==> src/rtl/prn_corr_pkg.sv <==
package prn_corr_pkg;
  typedef enum logic {
    CORR_CROSS = 1'b0,
    CORR_AUTO  = 1'b1
  } corr_mode_e;
endpackage

==> src/rtl/prn_lfsr.sv <==
// Fibonacci shift register, feedback from the two top stages.
module prn_lfsr #(
  parameter int W    = 15,
  parameter int SEED = 1
) (
  input  logic clk,
  input  logic rst_n,
  input  logic load,
  input  logic adv,
  output logic bit_o
);
  logic [W-1:0] q, q_nxt;

  always_comb begin
    q_nxt = q;
    if (load)
      q_nxt = W'(SEED);
    else if (adv)
      q_nxt = {q[W-2:0], q[W-1] ^ q[W-2]};
  end

  always_ff @(posedge clk or negedge rst_n) begin
    if (!rst_n) q <= W'(SEED);
    else        q <= q_nxt;
  end

  assign bit_o = q[W-1];
endmodule

==> src/rtl/prn_tap_delay.sv <==
// Sign-bit delay line; tap 0 is the live bit, tap k the bit k samples ago.
module prn_tap_delay #(
  parameter int DEPTH = 32,
  localparam int LAG_W = $clog2(DEPTH),
  localparam int STG   = DEPTH - 1
) (
  input  logic             clk,
  input  logic             rst_n,
  input  logic             shift_en,
  input  logic             bit_in,
  input  logic [LAG_W-1:0] lag,
  output logic             tap_bit
);
  logic [STG-1:0]   dl, dl_nxt;
  logic [DEPTH-1:0] taps;

  always_comb begin
    dl_nxt = dl;
    if (shift_en)
      dl_nxt = {dl[STG-2:0], bit_in};
  end

  always_ff @(posedge clk or negedge rst_n) begin
    if (!rst_n) dl <= '0;
    else        dl <= dl_nxt;
  end

  assign taps    = {dl, bit_in};
  assign tap_bit = taps[lag];
endmodule

==> src/rtl/prn_mac.sv <==
// Signed multiply-accumulate; operand pair picked by the mode.
module prn_mac
  import prn_corr_pkg::*;
#(
  parameter int DW = 12,
  parameter int K  = 8,
  localparam int PW = 2 * DW,
  localparam int AW = PW + K
) (
  input  logic                 clk,
  input  logic                 rst_n,
  input  logic                 clr,
  input  logic                 acc_en,
  input  corr_mode_e           mode,
  input  logic signed [DW-1:0] stim,
  input  logic signed [DW-1:0] resp,
  output logic signed [AW-1:0] acc_sum
);
  logic signed [DW-1:0] op_a;
  logic signed [PW-1:0] prod;
  logic signed [AW-1:0] acc_q, acc_nxt;

  assign op_a    = (mode == CORR_AUTO) ? resp : stim;
  assign prod    = op_a * resp;
  assign acc_sum = acc_q + {{K{prod[PW-1]}}, prod};

  always_comb begin
    acc_nxt = acc_q;
    if (clr)
      acc_nxt = '0;
    else if (acc_en)
      acc_nxt = acc_sum;
  end

  always_ff @(posedge clk or negedge rst_n) begin
    if (!rst_n) acc_q <= '0;
    else        acc_q <= acc_nxt;
  end
endmodule

==> src/rtl/prn_corr_analyzer.sv <==
module prn_corr_analyzer
  import prn_corr_pkg::*;
#(
  parameter int DW     = 12,
  parameter int AMP    = 64,
  parameter int K      = 8,
  parameter int DEPTH  = 32,
  parameter int LFSR_W = 15,
  parameter int SEED   = 1,
  localparam int LAG_W = $clog2(DEPTH),
  localparam int PW    = 2 * DW
) (
  input  logic                 clk,
  input  logic                 rst_n,
  input  logic                 start_i,
  input  logic                 mode_i,
  input  logic [LAG_W-1:0]     lag_i,
  output logic signed [DW-1:0] stim_o,
  input  logic signed [DW-1:0] resp_i,
  output logic                 busy_o,
  output logic                 done_o,
  output logic signed [PW-1:0] result_o
);
  localparam int NSAMP = 1 << K;
  localparam int CNT_W = $clog2(DEPTH + NSAMP);
  localparam int AW    = PW + K;
  localparam logic signed [DW-1:0] LVL_P = DW'(AMP);
  localparam logic signed [DW-1:0] LVL_N = DW'(-AMP);

  // reset: asserted at once, released after two clocks
  logic [1:0] rs_q;
  logic       rst_int_n;

  always_ff @(posedge clk or negedge rst_n) begin
    if (!rst_n) rs_q <= 2'b00;
    else        rs_q <= {rs_q[0], 1'b1};
  end
  assign rst_int_n = rs_q[1];

  logic             busy_q, busy_nxt;
  logic             done_q, done_nxt;
  logic [CNT_W-1:0] cnt_q, cnt_nxt;
  logic [LAG_W-1:0] lag_q, lag_nxt;
  corr_mode_e       mode_q, mode_nxt;
  logic [PW-1:0]    res_q, res_nxt;

  logic                 cur_bit, lag_bit, step, last, acc_en;
  logic signed [DW-1:0] lag_stim;
  logic signed [AW-1:0] acc_sum, acc_shr;

  assign step = busy_q && !start_i;
  assign last = busy_q && (cnt_q == CNT_W'(lag_q) + CNT_W'(NSAMP - 1));

  prn_lfsr #(.W(LFSR_W), .SEED(SEED)) i_lfsr (
    .clk   (clk),
    .rst_n (rst_int_n),
    .load  (start_i),
    .adv   (step),
    .bit_o (cur_bit)
  );

  prn_tap_delay #(.DEPTH(DEPTH)) i_delay (
    .clk      (clk),
    .rst_n    (rst_int_n),
    .shift_en (step),
    .bit_in   (cur_bit),
    .lag      (lag_q),
    .tap_bit  (lag_bit)
  );

  assign lag_stim = lag_bit ? LVL_P : LVL_N;
  assign acc_en   = step && (cnt_q >= CNT_W'(lag_q));

  prn_mac #(.DW(DW), .K(K)) i_mac (
    .clk     (clk),
    .rst_n   (rst_int_n),
    .clr     (start_i),
    .acc_en  (acc_en),
    .mode    (mode_q),
    .stim    (lag_stim),
    .resp    (resp_i),
    .acc_sum (acc_sum)
  );

  assign acc_shr = acc_sum >>> K;

  always_comb begin
    busy_nxt = busy_q;
    done_nxt = done_q;
    cnt_nxt  = cnt_q;
    lag_nxt  = lag_q;
    mode_nxt = mode_q;
    res_nxt  = res_q;
    if (start_i) begin
      busy_nxt = 1'b1;
      done_nxt = 1'b0;
      cnt_nxt  = '0;
      lag_nxt  = lag_i;
      mode_nxt = corr_mode_e'(mode_i);
    end else if (busy_q) begin
      cnt_nxt = cnt_q + 1'b1;
      if (last) begin
        busy_nxt = 1'b0;
        done_nxt = 1'b1;
        res_nxt  = acc_shr[PW-1:0];
      end
    end
  end

  always_ff @(posedge clk or negedge rst_int_n) begin
    if (!rst_int_n) begin
      busy_q <= 1'b0;
      done_q <= 1'b0;
      cnt_q  <= '0;
      lag_q  <= '0;
      mode_q <= CORR_CROSS;
      res_q  <= '0;
    end else begin
      busy_q <= busy_nxt;
      done_q <= done_nxt;
      cnt_q  <= cnt_nxt;
      lag_q  <= lag_nxt;
      mode_q <= mode_nxt;
      res_q  <= res_nxt;
    end
  end

  assign stim_o   = busy_q ? (cur_bit ? LVL_P : LVL_N) : '0;
  assign busy_o   = busy_q;
  assign done_o   = done_q;
  assign result_o = res_q;
endmodule

==> config.mk <==
export PLATFORM = sky130hd
export DESIGN_NAME = prn_corr_analyzer
export DESIGN_NICKNAME = d
export VERILOG_FILES = /design/src/rtl/prn_corr_pkg.sv /design/src/rtl/prn_lfsr.sv /design/src/rtl/prn_tap_delay.sv /design/src/rtl/prn_mac.sv /design/src/rtl/prn_corr_analyzer.sv
export SDC_FILE = /design/constraint.sdc
export NUM_CORES = 1
export LEC_CHECK = 0
export ABC_AREA = 1
export BUFFER_PORTS_ARGS = -buffer_cell sky130_fd_sc_hd__buf_2
export CORE_MARGIN = 5
export CORE_UTILIZATION = 31
export DETAILED_ROUTE_END_ITERATION = 6
export SYNTH_ARGS = -nofsm -noshare
export SYNTH_HDL_FRONTEND = slang
export SYNTH_HIERARCHICAL = 1
export SYNTH_SLANG_ARGS = --single-unit
==> constraint.sdc <==
create_clock -name clk -period 6.4 [get_ports clk]
set_input_delay 0.96 -clock clk [delete_from_list [all_inputs] [get_ports clk]]
set_output_delay 0.96 -clock clk [all_outputs]
set_load 0.05 [all_outputs]
==> reports/results.tsv, run 1 <==
metric	value	unit
hpwl dp	31100	um
Max Buffers Root-to-Sink	2	
yosys warns	6	
status	finished with violations	
port bufs	52	
max incr delay on CP	640	ps
# IOs	59	
crit-path max FO	8	
hold_buf cts	0	
DR WL/cell	14.8	um
Detailed Route WL	41100	um
largest net degree at the start of global routing	106	
CP Capture Type	flip-flop	
Avg Cell Area, Syn	7.42	um2
Clk Latency, worst-skew pair	430	ps
first-pass GRT wire length	67800	um
synthesized instance count	1844	
critical path's slowest cell	fa_2	
Detail Route Antenna Nets	0	
Crit path top cell by count	inv_2	
drt via density	4.65	
filler instances	4266	
worst hold path class	input pin to async pin	
Initial Utilization	31.1	%
GRT Util Overall	17.2	%
vias in the first global route	13385	
DR pass1 iterations	6	
Layout Nets	2421	
# H-tree levels	4	
total die area	0.0484	mm2
Mapped Area	0.0137	mm2
vias	12891	
antenna diode count	0	
minimum clock period	7370	ps
max-cap viol count	0	
Data required, critical path	6720	ps
# rows	77	
clock sinks	121	
fin crit share	115	%
RSZ-0062 raised after global routing	yes	
WP data arrival	7690	ps
gpl congestion	0.954	
worst slack, placed	-1300	ps
violated checks	negative setup slack	
slew at the pin with the worst max-slew slack	1070	ps
Worst setup SP type	flip-flop	
Finish-stage setup viols	48	
Reg clk slew, reported paths	60	ps
DR iter-0 viols	677	
Std-Cell Core Area	0.0439	mm2
number of remaining DRC errors	0	
layout cells sized above 1	37.3	%
Syn-to-layout area delta	44.3	%
setup ws final	-971	ps
root buffer cell	clkbuf_16	
Fmax	136	MHz
Fin. Hold Viols	0	
final max-slew violation count	0	
Die Ht	220	um
clk_skew	8.35	ps
initial antenna violation count	0	
CTS Buf Count	17	
setup tns final	-33490	ps
total gr overflow	0	
Slew headroom	28.8	%
crit path kind	flip-flop to flip-flop	
Die X	220	um
TritonCTS clock tree	built	
routing by layer:
layer	vias up	global-route usage [%]	wire (um)
li1	6287	-	-
met1	6288	23.4	18400
met2	257	29.1	20100
met3	59	2.20	1530
met4	0	4.49	1050
met5	-	0	0
layout make-up:
cell class              count  area [um2]  area share, %
inverters                 343        1350           6.81
well taps                 592         741           3.75
repair buffers            352        2750           13.9
flip-flops and latches    121        3030           15.4
repair inverters            1        6.26         0.0317
multi-input cells        1334       11300           57.2
clock buffers              20         457           2.31
clock inverters            11         124          0.627
per-stage QoR:
stage / instance area, um2 / cells / utilization, % / hold slack [ps]
final: 19700 / 2774 / 44.9 / 303
after global routing: 19700 / 2774 / 44.9 / 287
after CTS: 18700 / 2745 / 42.6 / 286
after detailed placement: 16600 / 2670 / 37.8 / 336
after global placement: 16600 / 2670 / 37.8 / 341
after floorplan: 14300 / 1856 / - / 331
sequential cells by signal (all words and copies together), names as in the netlist:
signal	cells
done_o	1
cnt_q	9
busy_o	1
i_mac/acc_q	32
i_delay/dl	31
lag_q	5
i_lfsr/q	15
result_o	24
mode_q	1
rs_q	2
worst max-delay path, delay by kind of cell, from the launching register on:
kind / cells / cell delay (ps)
fa+ha+maj: 7 / 3270
flops: 1 / 510
simple gates: 20 / 1780
buf+inv: 11 / 880
compound gates: 5 / 790
final timing paths:
kind	from	slack, ps	cells after the start	end
max	lag_q[0]$_DFFE_PN0P_	-970	43	result_o[18]$_DFFE_PN0P_
min	rst_n	300	1	rs_q[1]$_DFF_PN0_
max reg2reg	lag_q[0]$_DFFE_PN0P_	-970	43	result_o[18]$_DFFE_PN0P_
min reg2reg	rs_q[0]$_DFF_PN0_	350	0	rs_q[1]$_DFF_PN0_
max in group asynchronous	rs_q[1]$_DFF_PN0_	4610	1	lag_q[0]$_DFFE_PN0P_
min in group clk	rs_q[0]$_DFF_PN0_	350	0	rs_q[1]$_DFF_PN0_
timing repair:
item | CTS | global route
pin swaps | 136 | 88
gates cloned | 2 | 1
endpoints found under the setup margin | 48 | 48
resized for setup | 250 | 192
setup buffers | 44 | 28
layout by cell type, fill, tap and decap left out, types with 7 or more instances in the layout:
cell,instances
nand3_1,50
o21ai_0,19
nand2_2,67
a22o_1,8
clkbuf_16,18
nor2_4,30
o21ai_1,22
nor2_2,31
inv_2,57
nor3_1,9
inv_1,271
nand3_2,32
ha_1,47
buf_6,32
nand2_1,446
xor2_2,9
buf_2,52
nor2_1,106
nand4_1,39
dfrtp_1,118
a21oi_4,21
nand2_4,30
buf_12,8
buf_4,259
a21oi_1,34
conb_1,14
xor2_1,12
inv_4,10
and2_1,7
fa_1,133
a21oi_2,28
o21ai_2,7
ha_4,43
Power of run 1 is left out: the tool's default activity adds up to more than one toggle a clock period on the data nets, which glitch-free logic cannot reach.
==> run 2, diff against run 1 <==
--- a/config.mk
+++ b/config.mk
@@ -5,7 +5,6 @@
 export SDC_FILE = /design/constraint.sdc
 export NUM_CORES = 1
 export LEC_CHECK = 0
-export ABC_AREA = 1
 export BUFFER_PORTS_ARGS = -buffer_cell sky130_fd_sc_hd__buf_2
 export CORE_MARGIN = 5
 export CORE_UTILIZATION = 31
@@ -14,3 +13,4 @@
 export SYNTH_HDL_FRONTEND = slang
 export SYNTH_HIERARCHICAL = 1
 export SYNTH_SLANG_ARGS = --single-unit
+export TNS_END_PERCENT = 100
==> reports/results.tsv, run 2 <==
metric	value	unit
fin crit share	129	%
# rows	73	
CP Buf/Inv Count	11	
final max-slew violation count	0	
layout cells sized above 1	36.7	%
total gr overflow	0	
Slew headroom	29.8	%
first-pass GRT wire length	53300	um
synthesized instance count	1284	
commonest cells after routing, fill and taps aside	222 x buf_4, 166 x inv_1, 138 x fa_1	
commonest non-fill, non-tap cell in the layout	buf_4	
Critical R2R Launch	lag_q[1]$_DFFE_PN0P_	
critical path's slowest cell	fa_1	
worst hold path class	input pin to async pin	
max incr delay on CP	510	ps
slew at the pin with the worst max-slew slack	1050	ps
delay-heaviest family, CP	adder cells	
initial antenna violation count	0	
Reg clk slew, reported paths	60	ps
TritonCTS clock tree	built	
Avg Cell Area, Syn	9.78	um2
vias in the first global route	10506	
antenna diode count	0	
Layout Nets	1820	
largest net degree at the start of global routing	75	
drt via density	4.65	
clk_skew	13.5	ps
Detail Route Antenna Nets	0	
crit path kind	flip-flop to flip-flop	
Data required, critical path	6700	ps
minimum clock period	8250	ps
Detailed Route WL	31600	um
DR WL/cell	15.0	um
vias	9795	
gpl congestion	0.819	
setup ws final	-1850	ps
hold_buf cts	0	
clock sinks	121	
number of remaining DRC errors	0	
Syn-to-layout area delta	35.4	%
CP Capture Type	flip-flop	
Die Ht	211	um
WP data arrival	8560	ps
Worst setup SP type	flip-flop	
total die area	0.0446	mm2
Biggest register	i_mac/acc_q	
yosys warns	6	
Std-Cell Core Area	0.0399	mm2
port bufs	52	
# IOs	59	
violated checks	negative setup slack	
# placed instances	2032	
DR pass1 iterations	5	
Fin. Hold Viols	0	
worst reg-to-reg setup slack	-1850	ps
max-cap viol count	0	
Largest register FFs	32	
RSZ-0062 raised after global routing	yes	
root buffer cell	clkbuf_16	
Die X	211	um
Initial Utilization	31.5	%
GRT Util Overall	14.3	%
R2R depth	37	
# H-tree levels	4	
Finish-stage setup viols	46	
status	finished with violations	
Final Non-Filler Cells	2106	
crit-path max FO	6	
RR Endpoint	result_o[20]$_DFFE_PN0P_	
Mapped Area	0.0126	mm2
CTS Buf Count	17	
worst slack, placed	-1970	ps
Max Buffers Root-to-Sink	2	
DR iter-0 viols	402	
hpwl dp	23800	um
Clk Latency, worst-skew pair	430	ps
Fmax	121	MHz
run 2: how the worst max path moves through the flow:
stage,from,to,slack [ps],cells after the start
2_1_floorplan,lag_q[1]$_DFFE_PN0P_,result_o[20]$_DFFE_PN0P_,-1430,37
3_3_place_gp,lag_q[1]$_DFFE_PN0P_,result_o[18]$_DFFE_PN0P_,-1890,36
3_5_place_dp,lag_q[1]$_DFFE_PN0P_,result_o[18]$_DFFE_PN0P_,-1970,37
4_1_cts,lag_q[1]$_DFFE_PN0P_,i_mac/acc_q[31]$_DFFE_PN0P_,-1830,38
5_1_grt,lag_q[1]$_DFFE_PN0P_,i_mac/acc_q[28]$_DFFE_PN0P_,-2250,39
6_report,lag_q[1]$_DFFE_PN0P_,result_o[20]$_DFFE_PN0P_,-1850,37
run 2: worst reg2reg max path: cells and delay by family, from the launching register on:
kind | cells | cell delay [ps]
compound gates | 12 | 2510
mux | 3 | 680
simple gates | 2 | 440
flops | 1 | 430
buf+inv | 11 | 1040
fa+ha+maj | 7 | 2850
xor+xnor | 2 | 200
run 2: area by class of cell:
cell class	count	area, um2
fillers	3747	22900
multi-input cells	932	9680
flip-flops and latches	121	3030
repair buffers	309	2330
inverters	188	708
well taps	525	657
clock buffers	19	453
clock inverters	12	136
run 2: routing by layer:
| layer | track usage [%] | wire [um] | vias up |
|---|---|---|---|
| li1 | - | - | 4719 |
| met4 | 3.24 | 464 | 0 |
| met1 | 19.8 | 14600 | 4901 |
| met3 | 1.68 | 768 | 41 |
| met2 | 24.2 | 15800 | 134 |
| met5 | 0 | 0 | - |
run 2: stage by stage:
stage,hold slack (ps),cell area (um2),TNS [ps],utilization [%]
2_1_floorplan,331,12900,-30210,-
3_3_place_gp,335,15000,-53970,37.7
3_5_place_dp,345,15000,-56080,37.7
4_1_cts,298,16500,-54530,41.3
5_1_grt,302,17000,-71530,42.6
6_report,314,17000,-55790,42.6
run 2: repair_timing:
| action | CTS | global route |
|---|---|---|
| gates resized for setup | 148 | 92 |
| cloned | 1 | 0 |
| hold endpoints to repair | 0 | 0 |
| endpoints found under the setup margin | 48 | 48 |
| buffers inserted | 31 | 24 |
| pin swaps | 107 | 106 |
Power of run 2 is left out for the same reason.
